File: src/rtl/vga_ovl_pkg.sv
package vga_ovl_pkg;

    localparam int COLOR_W = 12;

    typedef logic [COLOR_W-1:0] color_t;

    // bit 0 top, 1 upper-right, 2 lower-right, 3 bottom,
    // 4 lower-left, 5 upper-left, 6 middle
    typedef logic [6:0] bar_set_t;

    typedef struct packed {
        color_t rgb;
    } pix_state_t;

    function automatic bar_set_t bars_for_value(input logic [3:0] v);
        bar_set_t m;
        case (v)
            4'd0:    m = 7'h3F;
            4'd1:    m = 7'h06;
            4'd2:    m = 7'h5B;
            4'd3:    m = 7'h4F;
            4'd4:    m = 7'h66;
            4'd5:    m = 7'h6D;
            4'd6:    m = 7'h7D;
            4'd7:    m = 7'h07;
            4'd8:    m = 7'h7F;
            4'd9:    m = 7'h6F;
            default: m = 7'h00;
        endcase
        return m;
    endfunction

    // emblem pattern: lit where bit 2 of row equals bit 2 of column
    function automatic logic [31:0] emblem_row(input int r);
        logic [31:0] row;
        for (int c = 0; c < 32; c++) begin
            row[c] = (((r >> 2) & 1) == ((c >> 2) & 1));
        end
        return row;
    endfunction

endpackage

File: src/rtl/vga_seg_digit.sv
module vga_seg_digit
    import vga_ovl_pkg::*;
#(
    parameter int COORD_W = 10,
    parameter int ORIGIN_X = 0,
    parameter int ORIGIN_Y = 60,
    parameter int CELL_W = 100,
    parameter int CELL_H = 160,
    parameter int STROKE = 16
) (
    input  logic               clk,
    input  logic               rst_n,
    input  logic [COORD_W-1:0] px_x,
    input  logic [COORD_W-1:0] px_y,
    input  logic [3:0]         value,
    output logic               hit
);

    localparam int HALF_Y  = CELL_H / 2;
    localparam int MID_LO  = HALF_Y - STROKE / 2;
    localparam int MID_HI  = HALF_Y + STROKE / 2;
    localparam int RIGHT_X = CELL_W - STROKE;
    localparam int BOT_Y   = CELL_H - STROKE;

    int       lx;
    int       ly;
    logic     in_cell;
    bar_set_t area;
    bar_set_t lit;

    always_comb begin
        lx      = int'(px_x) - ORIGIN_X;
        ly      = int'(px_y) - ORIGIN_Y;
        in_cell = (lx >= 0) && (lx < CELL_W) && (ly >= 0) && (ly < CELL_H);

        area[0] = in_cell && (ly < STROKE);
        area[1] = in_cell && (lx >= RIGHT_X) && (ly < HALF_Y);
        area[2] = in_cell && (lx >= RIGHT_X) && (ly >= HALF_Y);
        area[3] = in_cell && (ly >= BOT_Y);
        area[4] = in_cell && (lx < STROKE) && (ly >= HALF_Y);
        area[5] = in_cell && (lx < STROKE) && (ly < HALF_Y);
        area[6] = in_cell && (ly >= MID_LO) && (ly < MID_HI);

        lit = bars_for_value(value);
        hit = |(area & lit);
    end

    // values above nine never light anything
    p_blank_code_r6: assert property (@(posedge clk) disable iff (!rst_n)
        (value > 4'd9) |-> !hit);

    // a one only ever lights pixels on the right-hand bars
    p_one_right_r5: assert property (@(posedge clk) disable iff (!rst_n)
        ((value == 4'd1) && hit) |-> (lx >= RIGHT_X));

    // the upper hollow of the cell is never lit for any value
    p_upper_hole_r5: assert property (@(posedge clk) disable iff (!rst_n)
        ((lx >= STROKE) && (lx < RIGHT_X) && (ly >= STROKE) && (ly < MID_LO)) |-> !hit);

endmodule

File: src/rtl/vga_emblem_rom.sv
module vga_emblem_rom
    import vga_ovl_pkg::*;
#(
    parameter int COORD_W = 10,
    parameter int BASE_X = 304,
    parameter int BASE_Y = 432,
    parameter int DOTS = 16,
    parameter int SCALE = 2
) (
    input  logic [COORD_W-1:0] px_x,
    input  logic [COORD_W-1:0] px_y,
    output logic               hit
);

    localparam int SPAN  = DOTS * SCALE;
    localparam int IDX_W = $clog2(DOTS);

    logic [DOTS-1:0] store [DOTS];

    for (genvar g = 0; g < DOTS; g++) begin : g_row
        assign store[g] = DOTS'(emblem_row(g));
    end

    int               dx;
    int               dy;
    logic             in_box;
    logic [IDX_W-1:0] r_idx;
    logic [IDX_W-1:0] c_idx;

    always_comb begin
        dx     = int'(px_x) - BASE_X;
        dy     = int'(px_y) - BASE_Y;
        in_box = (dx >= 0) && (dx < SPAN) && (dy >= 0) && (dy < SPAN);
        r_idx  = IDX_W'(dy / SCALE);
        c_idx  = IDX_W'(dx / SCALE);
        hit    = in_box && store[r_idx][c_idx];
    end

endmodule

File: src/rtl/vga_digit_overlay.sv
module vga_digit_overlay
    import vga_ovl_pkg::*;
#(
    parameter int     COORD_W     = 10,
    parameter int     H_ACTIVE    = 640,
    parameter int     V_ACTIVE    = 480,
    parameter int     NUM_DIGITS  = 3,
    parameter int     DIGIT_X0    = 0,
    parameter int     DIGIT_PITCH = 106,
    parameter int     DIGIT_TOP   = 60,
    parameter int     CELL_W      = 100,
    parameter int     CELL_H      = 160,
    parameter int     STROKE      = 16,
    parameter int     EMB_X       = 304,
    parameter int     EMB_Y       = 432,
    parameter int     EMB_DOTS    = 16,
    parameter int     EMB_SCALE   = 2,
    parameter color_t FG_COLOR    = 12'hFA0,
    parameter color_t BG_COLOR    = 12'h113
) (
    input  logic                    clk,
    input  logic                    rst_n,
    input  logic [COORD_W-1:0]      px_x,
    input  logic [COORD_W-1:0]      px_y,
    input  logic [NUM_DIGITS*4-1:0] digit_val,
    output logic [COLOR_W-1:0]      rgb
);

    logic [NUM_DIGITS-1:0] digit_hit;
    logic                  any_digit;
    logic                  emblem_hit;
    logic                  active;
    pix_state_t            pix_d;
    pix_state_t            pix_q;

    for (genvar k = 0; k < NUM_DIGITS; k++) begin : g_digit
        vga_seg_digit #(
            .COORD_W (COORD_W),
            .ORIGIN_X(DIGIT_X0 + k * DIGIT_PITCH),
            .ORIGIN_Y(DIGIT_TOP),
            .CELL_W  (CELL_W),
            .CELL_H  (CELL_H),
            .STROKE  (STROKE)
        ) digit_i (
            .clk  (clk),
            .rst_n(rst_n),
            .px_x (px_x),
            .px_y (px_y),
            .value(digit_val[k*4 +: 4]),
            .hit  (digit_hit[k])
        );
    end

    vga_emblem_rom #(
        .COORD_W(COORD_W),
        .BASE_X (EMB_X),
        .BASE_Y (EMB_Y),
        .DOTS   (EMB_DOTS),
        .SCALE  (EMB_SCALE)
    ) emblem_i (
        .px_x(px_x),
        .px_y(px_y),
        .hit (emblem_hit)
    );

    always_comb begin
        any_digit = |digit_hit;
        active    = (int'(px_x) < H_ACTIVE) && (int'(px_y) < V_ACTIVE);
        pix_d     = pix_q;
        if (!active) begin
            pix_d.rgb = '0;
        end else if (any_digit || emblem_hit) begin
            pix_d.rgb = FG_COLOR;
        end else begin
            pix_d.rgb = BG_COLOR;
        end
    end

    always_ff @(posedge clk or negedge rst_n) begin
        if (!rst_n) begin
            pix_q <= '0;
        end else begin
            pix_q <= pix_d;
        end
    end

    assign rgb = pix_q.rgb;

    p_dark_blank_r3: assert property (@(posedge clk) disable iff (!rst_n)
        !active |=> (rgb == '0));

    p_digit_fg_r7: assert property (@(posedge clk) disable iff (!rst_n)
        (active && any_digit) |=> (rgb == FG_COLOR));

    p_emblem_fg_r8: assert property (@(posedge clk) disable iff (!rst_n)
        (active && emblem_hit) |=> (rgb == FG_COLOR));

    p_backdrop_r9: assert property (@(posedge clk) disable iff (!rst_n)
        (active && !any_digit && !emblem_hit) |=> (rgb == BG_COLOR));

endmodule

File: config.mk
export PLATFORM = sky130hd
export DESIGN_NAME = vga_digit_overlay
export DESIGN_NICKNAME = d
export VERILOG_FILES = /design/src/rtl/vga_ovl_pkg.sv /design/src/rtl/vga_seg_digit.sv /design/src/rtl/vga_emblem_rom.sv /design/src/rtl/vga_digit_overlay.sv
export SDC_FILE = /design/constraint.sdc
export NUM_CORES = 1
export LEC_CHECK = 0
export BUFFER_PORTS_ARGS = -buffer_cell sky130_fd_sc_hd__buf_4
export CORE_MARGIN = 4
export CORE_UTILIZATION = 45
export CTS_CLUSTER_DIAMETER = 200
export CTS_CLUSTER_SIZE = 20
export DETAILED_ROUTE_END_ITERATION = 16
export HOLD_SLACK_MARGIN = 0.05
export PLACE_DENSITY = 0.64
export SETUP_SLACK_MARGIN = 0.1
export SYNTH_ARGS = -nofsm -noshare
export SYNTH_HDL_FRONTEND = slang
export SYNTH_SLANG_ARGS = --single-unit
File: constraint.sdc
create_clock -name clk -period 1.9 [get_ports clk]
set_clock_uncertainty 0.1 [all_clocks]
set_input_delay 0.285 -clock clk [delete_from_list [all_inputs] [get_ports clk]]
set_output_delay 0.285 -clock clk [all_outputs]
set_load 0.05 [all_outputs]
==> out/metrics.yaml <==
clocking:
  root_buffer: "clkbuf_8"
  clk_pin_slew_ns: 0.03
  cts_tree: "done"
  h-tree-depth: 1
  clockBufferDepth: 2
  clkSinkCount: 3
  numCtsBuffers: 3
timing:
  max_freq_mhz: 407
  setup_ws_ns: -0.557
  hold_violations: 0
  slew_violations: 0
  max_slew_margin_pct: 66.8
  grt_setup_unrepaired: "yes"
  timing.final.crit_share_pct: 129
  holdWs_ns: 0.320
  setup_viol_count_final: 2
  tightest_slew_ns: 0.495
  fin_crit_ns: 2.46
  tns_ns: -1.11
critical_path:
  slowest_stage: "a221oi_4"
  worstSetupEndpointType: "register"
  worstPathRequired_ns: 1.90
  worst_setup_path_start_kind: "input port"
  cp_slowest_stage_delay_ns: 0.47
  crit_type: "input port to register"
  crit_chain: "buf_12 -> ha_4 -> a211oi_4 -> mux2i_2 -> a221oi_4 -> mux2i_1 -> o22ai_1 -> o31ai_1 -> nand3_1 -> o31a_1"
  cp.arrival_ns: 2.46
  critPathBufInv: 1
  critPathTopFamily: "compound AO/OA/AOI/OAI gates"
  cp_max_fo: 7
placement:
  place_congestion: 0.851
  hpwl_um: 5560
  numPortBuffers: 42
  dp_cells: 457
floorplanning:
  die_x_um: 76.4
  ios: 46
  die_y_um: 76.4
  start_util_pct: 47.4
  die-area_mm2: 0.00584
  rows: 24
  core_area_mm2: 0.00444
global_route:
  gr-total-overflow: 0
  grt_use_met3_pct: 2.96
  top_usage_layer: "met2"
  grt_pass1_vias: 2480
  grt_pass1_wl_um: 11000
  antenna_found_initial: 0
  track_usage_pct: 22.1
  grt_max_degree: 15
  use_met1_pct: 29.0
  use_met2_pct: 39.5
detailed_routing:
  detail_route.first_pass.iterations: 4
  avgViaCountPerCell: 5.72
  wl_per_cell_um: 14.8
  drtAntennaViolNets: 0
  drt-initial-drc-count: 168
  num_vias: 2676
  route.detailed.drc: 0
  totalWireLength_um: 6940
layout:
  drive_above_1_share_pct: 39.7
  fillers: 364
  multi_input_area_mm2: 0.00189
  final_cell_mix: "buf_4 (135), inv_1 (24), ha_1 (24), nor2_1 (21), o21ai_0 (18)"
  regArea_um2: 75.1
  area_delta_synth_final_pct: 54.6
  final_util_pct: 73.3
  largest_register_ff_count: 3
  instances_no_fill: 468
  diodes: 0
  nets: 478
  final_common_cell: "buf_4"
yosys:
  synth_top_flop_cell: "dfrtp_1"
  synth_async_sr_flop_share_pct: 100
  synth_cells: 297
  avgSynthCellArea_um2: 7.09
  ys_ff_latch: 3
  ys_seq_area_share_pct: 3.56
  ys_types: 63
  synth_area_mm2: 0.00211
  synth-edff-count: 0
  synth_warnings: 0
status:
  run_status: "complete, but fails checks"
  violations: "negative setup slack"
pwr:
  powerDensity_mw_per_mm2: 293
  cellLeakagePower_nw: 1.61
  peakVddDrop_mv: 0.184
job:
  maxCapViolCount: 0
min_path:
  hold_path.class: "input port to asynchronous set/reset pin"
[metrics by stage]
step | worst slack (ns) | cell area [um2] | power [mW]
after global placement | -0.831 | 3090 | 0.718
after CTS | -0.553 | 3220 | 0.940
after detailed placement | -0.862 | 3090 | 0.728
final | -0.557 | 3260 | 0.956
after floorplan | -0.679 | 2190 | 0.437
after global routing | -0.672 | 3260 | 1.02
[area by class of cell]
cell class	instances	area share (%)
clock buffer	4	1.38
inverter	24	2.77
multi-input combinational	244	58.1
sequential	3	2.31
tap	52	2.00
timing repair buffer	141	33.4
[worst max-delay path by stage]
stage	from	end	slack [ns]	cells after the start
2_1_floorplan	px_y[2]	rgb[10]	-0.68	10
3_3_place_gp	px_y[5]	rgb[10]	-0.83	10
3_5_place_dp	px_y[5]	rgb[10]	-0.86	10
4_1_cts	px_y[5]	rgb[4]	-0.55	10
5_1_grt	px_y[5]	rgb[10]	-0.67	10
6_report	px_y[5]	rgb[10]	-0.56	10
[synthesized netlist by cell type (all sizes together) (5+ instances only)]
library cell / count / area, um2
nor2b: 5 / 31.3
ha: 27 / 338
nor4b: 5 / 43.8
nor3: 6 / 30.0
nand2b: 5 / 31.3
a221oi: 6 / 70.1
nand4: 8 / 50.1
a21oi: 15 / 75.1
or3: 5 / 31.3
o211a: 5 / 50.1
xnor2: 8 / 70.1
o31a: 5 / 43.8
clkbuf: 15 / 56.3
o21ai: 23 / 115
mux2i: 10 / 104
nand3: 7 / 35.0
inv: 24 / 90.1
buf: 13 / 93.8
o211ai: 6 / 45.0
nor2: 21 / 78.8
nand2: 16 / 60.1
[cell families (layout without fill, tap and decap cells)]
group | Yosys count | count (layout) | synth area share, %
flops | 3 | 3 | 3.56
other cells | 1 | 3 | 0.178
compound gates | 97 | 97 | 34.3
buf+inv | 52 | 169 | 11.4
fa+ha+maj | 27 | 27 | 16.0
xor+xnor | 9 | 9 | 3.74
simple gates | 98 | 98 | 25.8
mux | 10 | 10 | 4.93
[per-layer routing]
metal  vias to the layer above  part of all wire (%)
met2                        78                    49
met5                         -                     0
met1                      1244                    45
met3                         8                   5.2
li1                       1346                     -
met4                         0                  0.85
[repair_timing]
item                                    4_1_cts  5_1_grt
endpoints found under the hold margin         3        0
setup buffers                                 4        2
pin swaps                                     6        4
endpoints found under the setup margin        2        2
resized for setup                            10        7
hold buffers                                  1        0
[power breakdown]
group | total, mW | switching (mW) | internal, mW
combinational | 0.695 | 0.351 | 0.344
clock | 0.190 | 0.0467 | 0.143
sequential | 0.0705 | 0.00274 | 0.0678
total | 0.956 | 0.400 | 0.555
Note: power is estimated with default switching activity, not from simulation.
